==> src/rtl/term_mode_pkg.sv <==
package term_mode_pkg;

    typedef enum logic [1:0] {
        MODE_SE  = 2'd0,
        MODE_LVD = 2'd1,
        MODE_HPD = 2'd2
    } mode_t;

    typedef struct packed {
        logic stat_se;
        logic stat_lvd;
        logic stat_hpd;
        logic sw_se_gnd;
        logic sw_lvd_y;
        logic reg_on;
        logic reg_hi_sel;
        logic sense_drv_en;
    } term_ctrl_t;

    // Index of each raw input inside the synchronizer vector
    localparam int IN_LO     = 0;
    localparam int IN_HI     = 1;
    localparam int IN_MASTER = 2;
    localparam int IN_DISC   = 3;
    localparam int IN_W      = 4;

    // High flag dominates: covers the impossible (hi=1, lo=0) pair too
    function automatic mode_t classify(input logic above_lo, input logic above_hi);
        if (above_hi)      return MODE_HPD;
        else if (above_lo) return MODE_LVD;
        else               return MODE_SE;
    endfunction

endpackage

==> src/rtl/term_in_sync.sv <==
module term_in_sync #(
    parameter int         WIDTH   = 4,
    parameter int         STAGES  = 2,
    parameter logic [WIDTH-1:0] RST_VAL = '0
) (
    input  logic             clk,
    input  logic             rst,
    input  logic [WIDTH-1:0] din,
    output logic [WIDTH-1:0] dout
);
    logic [WIDTH-1:0] stage_q [STAGES];

    generate
        for (genvar s = 0; s < STAGES; s++) begin : g_stage
            always_ff @(posedge clk) begin
                if (rst)        stage_q[s] <= RST_VAL;
                else if (s == 0) stage_q[s] <= din;
                else            stage_q[s] <= stage_q[(s == 0) ? 0 : s-1];
            end
        end
    endgenerate

    assign dout = stage_q[STAGES-1];
endmodule

==> src/rtl/term_mode_filter.sv <==
module term_mode_filter
    import term_mode_pkg::*;
#(
    parameter int DELAY_TICKS = 180
) (
    input  logic  clk,
    input  logic  rst,
    input  logic  tick,
    input  mode_t seen_mode,
    output mode_t cur_mode
);
    localparam int CNT_W = $clog2(DELAY_TICKS + 1);
    localparam logic [CNT_W-1:0] LAST = CNT_W'(DELAY_TICKS - 1);
    localparam logic [CNT_W-1:0] ONE  = CNT_W'(1);

    mode_t            cur_q, cand_q;
    logic [CNT_W-1:0] cnt_q;

    always_ff @(posedge clk) begin
        if (rst) begin
            cur_q  <= MODE_HPD;
            cand_q <= MODE_HPD;
            cnt_q  <= '0;
        end else if (tick) begin
            if (seen_mode == cur_q) begin
                if (cnt_q != '0) cnt_q <= cnt_q - ONE;
            end else if (cnt_q == '0) begin
                cand_q <= seen_mode;
                if (DELAY_TICKS <= 1) cur_q <= seen_mode;
                else                  cnt_q <= ONE;
            end else if (seen_mode == cand_q) begin
                if (cnt_q == LAST) begin
                    cur_q <= cand_q;
                    cnt_q <= '0;
                end else begin
                    cnt_q <= cnt_q + ONE;
                end
            end else begin
                cnt_q <= cnt_q - ONE;
            end
        end
    end

    assign cur_mode = cur_q;
endmodule

==> src/rtl/term_ctrl_decode.sv <==
module term_ctrl_decode
    import term_mode_pkg::*;
(
    input  mode_t      mode,
    input  logic       connected,
    input  logic       is_master,
    output term_ctrl_t ctrl
);
    always_comb begin
        ctrl              = '0;
        ctrl.stat_se      = (mode == MODE_SE);
        ctrl.stat_lvd     = (mode == MODE_LVD);
        ctrl.stat_hpd     = (mode == MODE_HPD);
        ctrl.reg_on       = connected;
        ctrl.sense_drv_en = connected & is_master;
        if (connected) begin
            unique case (mode)
                MODE_SE: begin
                    ctrl.sw_se_gnd  = 1'b1;
                    ctrl.reg_hi_sel = 1'b1;
                end
                MODE_LVD: ctrl.sw_lvd_y = 1'b1;
                default:  ;
            endcase
        end
    end
endmodule

==> src/rtl/term_mode_ctrl.sv <==
module term_mode_ctrl
    import term_mode_pkg::*;
#(
    parameter int DELAY_TICKS = 180,
    parameter int SYNC_STAGES = 2
) (
    input  logic clk,
    input  logic rst,
    input  logic tick,
    input  logic sense_above_lo,
    input  logic sense_above_hi,
    input  logic disconnect,
    input  logic master,
    output logic stat_se,
    output logic stat_lvd,
    output logic stat_hpd,
    output logic sw_se_gnd,
    output logic sw_lvd_y,
    output logic reg_on,
    output logic reg_hi_sel,
    output logic sense_drv_en
);
    localparam logic [IN_W-1:0] SYNC_RST = IN_W'((1 << IN_DISC) | (1 << IN_HI) | (1 << IN_LO));

    logic [IN_W-1:0] raw_in, sync_in;
    logic            conn_s, master_s;
    mode_t           seen_mode, cur_mode;
    term_ctrl_t      ctrl;

    always_comb begin
        raw_in            = '0;
        raw_in[IN_LO]     = sense_above_lo;
        raw_in[IN_HI]     = sense_above_hi;
        raw_in[IN_MASTER] = master;
        raw_in[IN_DISC]   = disconnect;
    end

    term_in_sync #(.WIDTH(IN_W), .STAGES(SYNC_STAGES), .RST_VAL(SYNC_RST)) u_sync (
        .clk(clk), .rst(rst), .din(raw_in), .dout(sync_in)
    );

    assign conn_s    = ~sync_in[IN_DISC];
    assign master_s  = sync_in[IN_MASTER];
    assign seen_mode = classify(sync_in[IN_LO], sync_in[IN_HI]);

    term_mode_filter #(.DELAY_TICKS(DELAY_TICKS)) u_filter (
        .clk(clk), .rst(rst), .tick(tick), .seen_mode(seen_mode), .cur_mode(cur_mode)
    );

    term_ctrl_decode u_decode (
        .mode(cur_mode), .connected(conn_s), .is_master(master_s), .ctrl(ctrl)
    );

    assign stat_se      = ctrl.stat_se;
    assign stat_lvd     = ctrl.stat_lvd;
    assign stat_hpd     = ctrl.stat_hpd;
    assign sw_se_gnd    = ctrl.sw_se_gnd;
    assign sw_lvd_y     = ctrl.sw_lvd_y;
    assign reg_on       = ctrl.reg_on;
    assign reg_hi_sel   = ctrl.reg_hi_sel;
    assign sense_drv_en = ctrl.sense_drv_en;
endmodule

==> config.mk <==
export PLATFORM = sky130hd
export DESIGN_NAME = term_mode_ctrl
export DESIGN_NICKNAME = d
export VERILOG_FILES = /design/src/rtl/term_mode_pkg.sv /design/src/rtl/term_in_sync.sv /design/src/rtl/term_mode_filter.sv /design/src/rtl/term_ctrl_decode.sv /design/src/rtl/term_mode_ctrl.sv
export SDC_FILE = /design/constraint.sdc
export NUM_CORES = 1
export LEC_CHECK = 0
export ABC_AREA = 1
export BUFFER_PORTS_ARGS = -buffer_cell sky130_fd_sc_hd__buf_2
export CORE_ASPECT_RATIO = 2
export CORE_MARGIN = 3
export CORE_UTILIZATION = 40
export DETAILED_ROUTE_END_ITERATION = 10
export PLACE_DENSITY = 0.56
export SYNTH_ARGS = -nofsm -noshare
export SYNTH_HDL_FRONTEND = slang
export SYNTH_SLANG_ARGS = --single-unit
==> constraint.sdc <==
create_clock -name clk -period 1.7 [get_ports clk]
set_clock_uncertainty 0.1 [all_clocks]
set_input_delay 0.085 -clock clk [delete_from_list [all_inputs] [get_ports clk]]
set_output_delay 0.085 -clock clk [all_outputs]
set_load 0.005 [all_outputs]
==> results.json <==
{
  "outcome": "complete, no violations",
  "ys_ff_latch": 20,
  "netlist_top_cells_area": "dfxtp_1 (31%), nand2_1 (14%), nand3_1 (7.3%)",
  "dr_total_vias": 1246,
  "dr.pass1.iters": 4,
  "synth.yosys.seq_area_share_pct": 30.5,
  "post_cts_buffers": 0,
  "routed_wl_um": 3260,
  "slowest_stage": "dfxtp_2",
  "path_clk_slew_ns": 0.08,
  "hpwl_um": 2650,
  "antenna_cells": 0,
  "portBuffers": 14,
  "fillCellCount": 319,
  "fin_cells": 247,
  "final_cell_mix": "nand2_1 (49), nor2_1 (24), nand3_1 (19)",
  "wire_per_inst_um": 13.2,
  "period_share_pct": 90.0,
  "grt_max_degree": 15,
  "synthDistinctLibCells": 32,
  "antenna_found_initial": 0,
  "cpPeakStageDelay_ns": 0.35,
  "synth_edf_count": 0,
  "fmax_mhz": 654,
  "gp_congestion": 0.933,
  "dpl.cell_count": 239,
  "final_common_cell": "nand2_1",
  "worst-path-buf-inv": 3,
  "ys_async_sr_fraction_pct": 0,
  "grt_usage_pct": 18.5,
  "worst_setup_path_start_kind": "flip-flop",
  "drive_gt1_share_pct": 26.7,
  "critPathTopFamily": "simple AND/OR/NAND/NOR gates",
  "clockBufferDepth": 2,
  "numCtsBuffers": 3,
  "rsz0062_at_grt": "yes",
  "cts_max_level": 1,
  "drt_iter0_markers": 29,
  "syn_nets": 203,
  "pin_count": 15,
  "critPathMaxFanout": 7,
  "p_comb_share_pct": 54.6,
  "cpMostUsedCell": "nor2_4",
  "clkPwrFrac_pct": 18.1,
  "yosysTopAreaCell": "dfxtp_1",
  "maxSlewViolCount": 0,
  "postSynthAreaPerCell_um2": 6.79,
  "drcViolationCount": 0,
  "synthFlopType": "dfxtp_1",
  "arrival_ns": 1.63,
  "crit_required_ns": 1.80,
  "ant_nets": 0,
  "final_nets": 228,
  "clock-sinks": 20,
  "grt-ovfl-total": 0,
  "layout_min_cycle_time_ns": 1.53,
  "fin_tns_setup_ns": 0,
  "swShare_pct": 43.6,
  "die_w_um": 46.5,
  "p_switching_mw": 1.16,
  "fp.dieH_um": 87.0,
  "netlist_area_mm2": 0.00131,
  "yosysWarnings": 0,
  "fp-row-count": 28,
  "p_int_mw": 1.50,
  "viasPerCell": 5.04,
  "tritoncts": "built",
  "hp-class": "primary input to flip-flop",
  "start_util_pct": 43.0,
  "hold_viol": 0,
  "crit_path_cell_trace": "inv_1, ha_1, nand3_2, nor2_4, nor2_4, inv_2, nand2_4, clkinv_2, nand2_1, a21oi_2",
  "holdWs_ns": 0.0448,
  "syn_to_final_growth_pct": 19.4,
  "end_kind": "flip-flop",
  "slew_headroom_pct": 74.0,
  "netlist_instances": 193,
  "clock_latency_ns": 0.26,
  "core_mm2": 0.00305,
  "die_area_mm2": 0.00404,
  "p_leak_nw": 0.762,
  "path_class": "flip-flop to flip-flop",
  "root_buffer": "clkbuf_8",
  "setup_viol": 0,
  "worst_pin_slew_ns": 0.390,
  "ir_worst_vdd_uv": 893,
  "grt_pass1_vias": 1220,
  "grt_pass1_wl_um": 5430,
  "synth_top_cell_area_share_pct": 30.5,
  "seqPwrFrac_pct": 27.3,
  "powerDensity_mw_per_mm2": 1700,
  "drv_cap": 0
}
through the flow:
| stage | total power [mW] | setup slack (ns) | area [um2] | util (%) |
|---|---|---|---|---|
| after floorplan | 1.75 | 0.195 | 1310 | - |
| after global placement | 2.16 | 0.0938 | 1440 | 47.3 |
| after detailed placement | 2.17 | 0.0871 | 1440 | 47.3 |
| after CTS | 2.68 | 0.0722 | 1550 | 50.9 |
| after global routing | 2.90 | -0.00238 | 1570 | 51.4 |
| final | 2.67 | 0.170 | 1570 | 51.4 |
power by group through the flow:
stage               sequential, mW  clock [mW]  combinational [mW]
finish                       0.727       0.484                1.45
detailed placement           0.727           0                1.45
floorplan                    0.640           0                1.12
CTS                          0.720       0.494                1.46
global route                 0.744       0.512                1.64
global placement             0.728           0                1.43
path summary, 6_finish.rpt:
path	end	from	cells past startpoint	slack [ns]
setup / recovery	u_filter.cnt_q[7]	u_filter.cnt_q[0]	10	0.17
hold / removal	u_filter.cnt_q[1]	rst	2	0.04
setup reg to reg	u_filter.cnt_q[7]	u_filter.cnt_q[0]	10	0.17
hold reg to reg	u_sync.stage_q[1][2]	u_sync.stage_q[0][2]	2	0.31
cell type report:
| type | instances | area [um2] | area share (%) |
|---|---|---|---|
| Clock buffer | 3 | 41.3 | 2.64 |
| Clock inverter | 1 | 30.0 | 1.92 |
| Multi-Input combinational cell | 144 | 778 | 49.7 |
| Timing Repair Buffer | 27 | 190 | 12.2 |
| Sequential cell | 20 | 404 | 25.8 |
| Inverter | 22 | 83.8 | 5.36 |
| Tap cell | 30 | 37.5 | 2.40 |
per-layer routing:
metal  wire (um)  global-route usage [%]  vias to the layer above
met4          89                    10.1                        0
met5           0                       0                        -
met2        1930                    34.0                       17
met3          71                    2.07                        6
met1        1180                    18.7                      568
li1            -                       -                      655
cell usage after synthesis (2+ instances only):
cell type  count
buf_4          2
a21oi_2        4
nor2_4         2
nand2_1       49
nor2_1        24
xor2_1         5
inv_2          4
nand2_2        3
clkinv_1       2
or2_2          6
dfxtp_1       20
nor2_2         3
xnor2_1        3
buf_6          3
a21oi_1        7
nand3_1       19
ha_1           3
nor3_1         3
o21ai_1        4
inv_1         15
logic make-up after synthesis:
kind of cell	after synthesis	share of synthesized area [%]
xor gates and xnor gates	8	5.34
AOI/OAI and AO/OA	19	9.26
adders and majority gates	3	2.86
buffers and inverters	29	10.8
and+or+nand+nor	114	41.2
DFF	20	30.5
worst reg2reg max path: stages, from the launching register on:
cell and delay, ns:
dfxtp_2 0.35, inv_1 0.07, ha_1 0.18, nand3_2 0.10, nor2_4 0.19, nor2_4 0.05
inv_2 0.06, nand2_4 0.08, clkinv_2 0.09, nand2_1 0.06, a21oi_2 0.14
what timing repair did:
| action | in CTS | in global routing |
|---|---|---|
| hold endpoints to repair | 4 | 0 |
| setup endpoints to repair | 0 | 5 |
| gates resized for setup | 0 | 4 |
| hold buffers | 4 | 0 |
state kept, by name (all words and copies together) (netlist names):
register and flops:
u_filter.cand_q 2, u_filter.cnt_q 8, u_filter.cur_mode 2, u_sync.stage_q 8
Note: power is estimated with default switching activity, not from simulation.
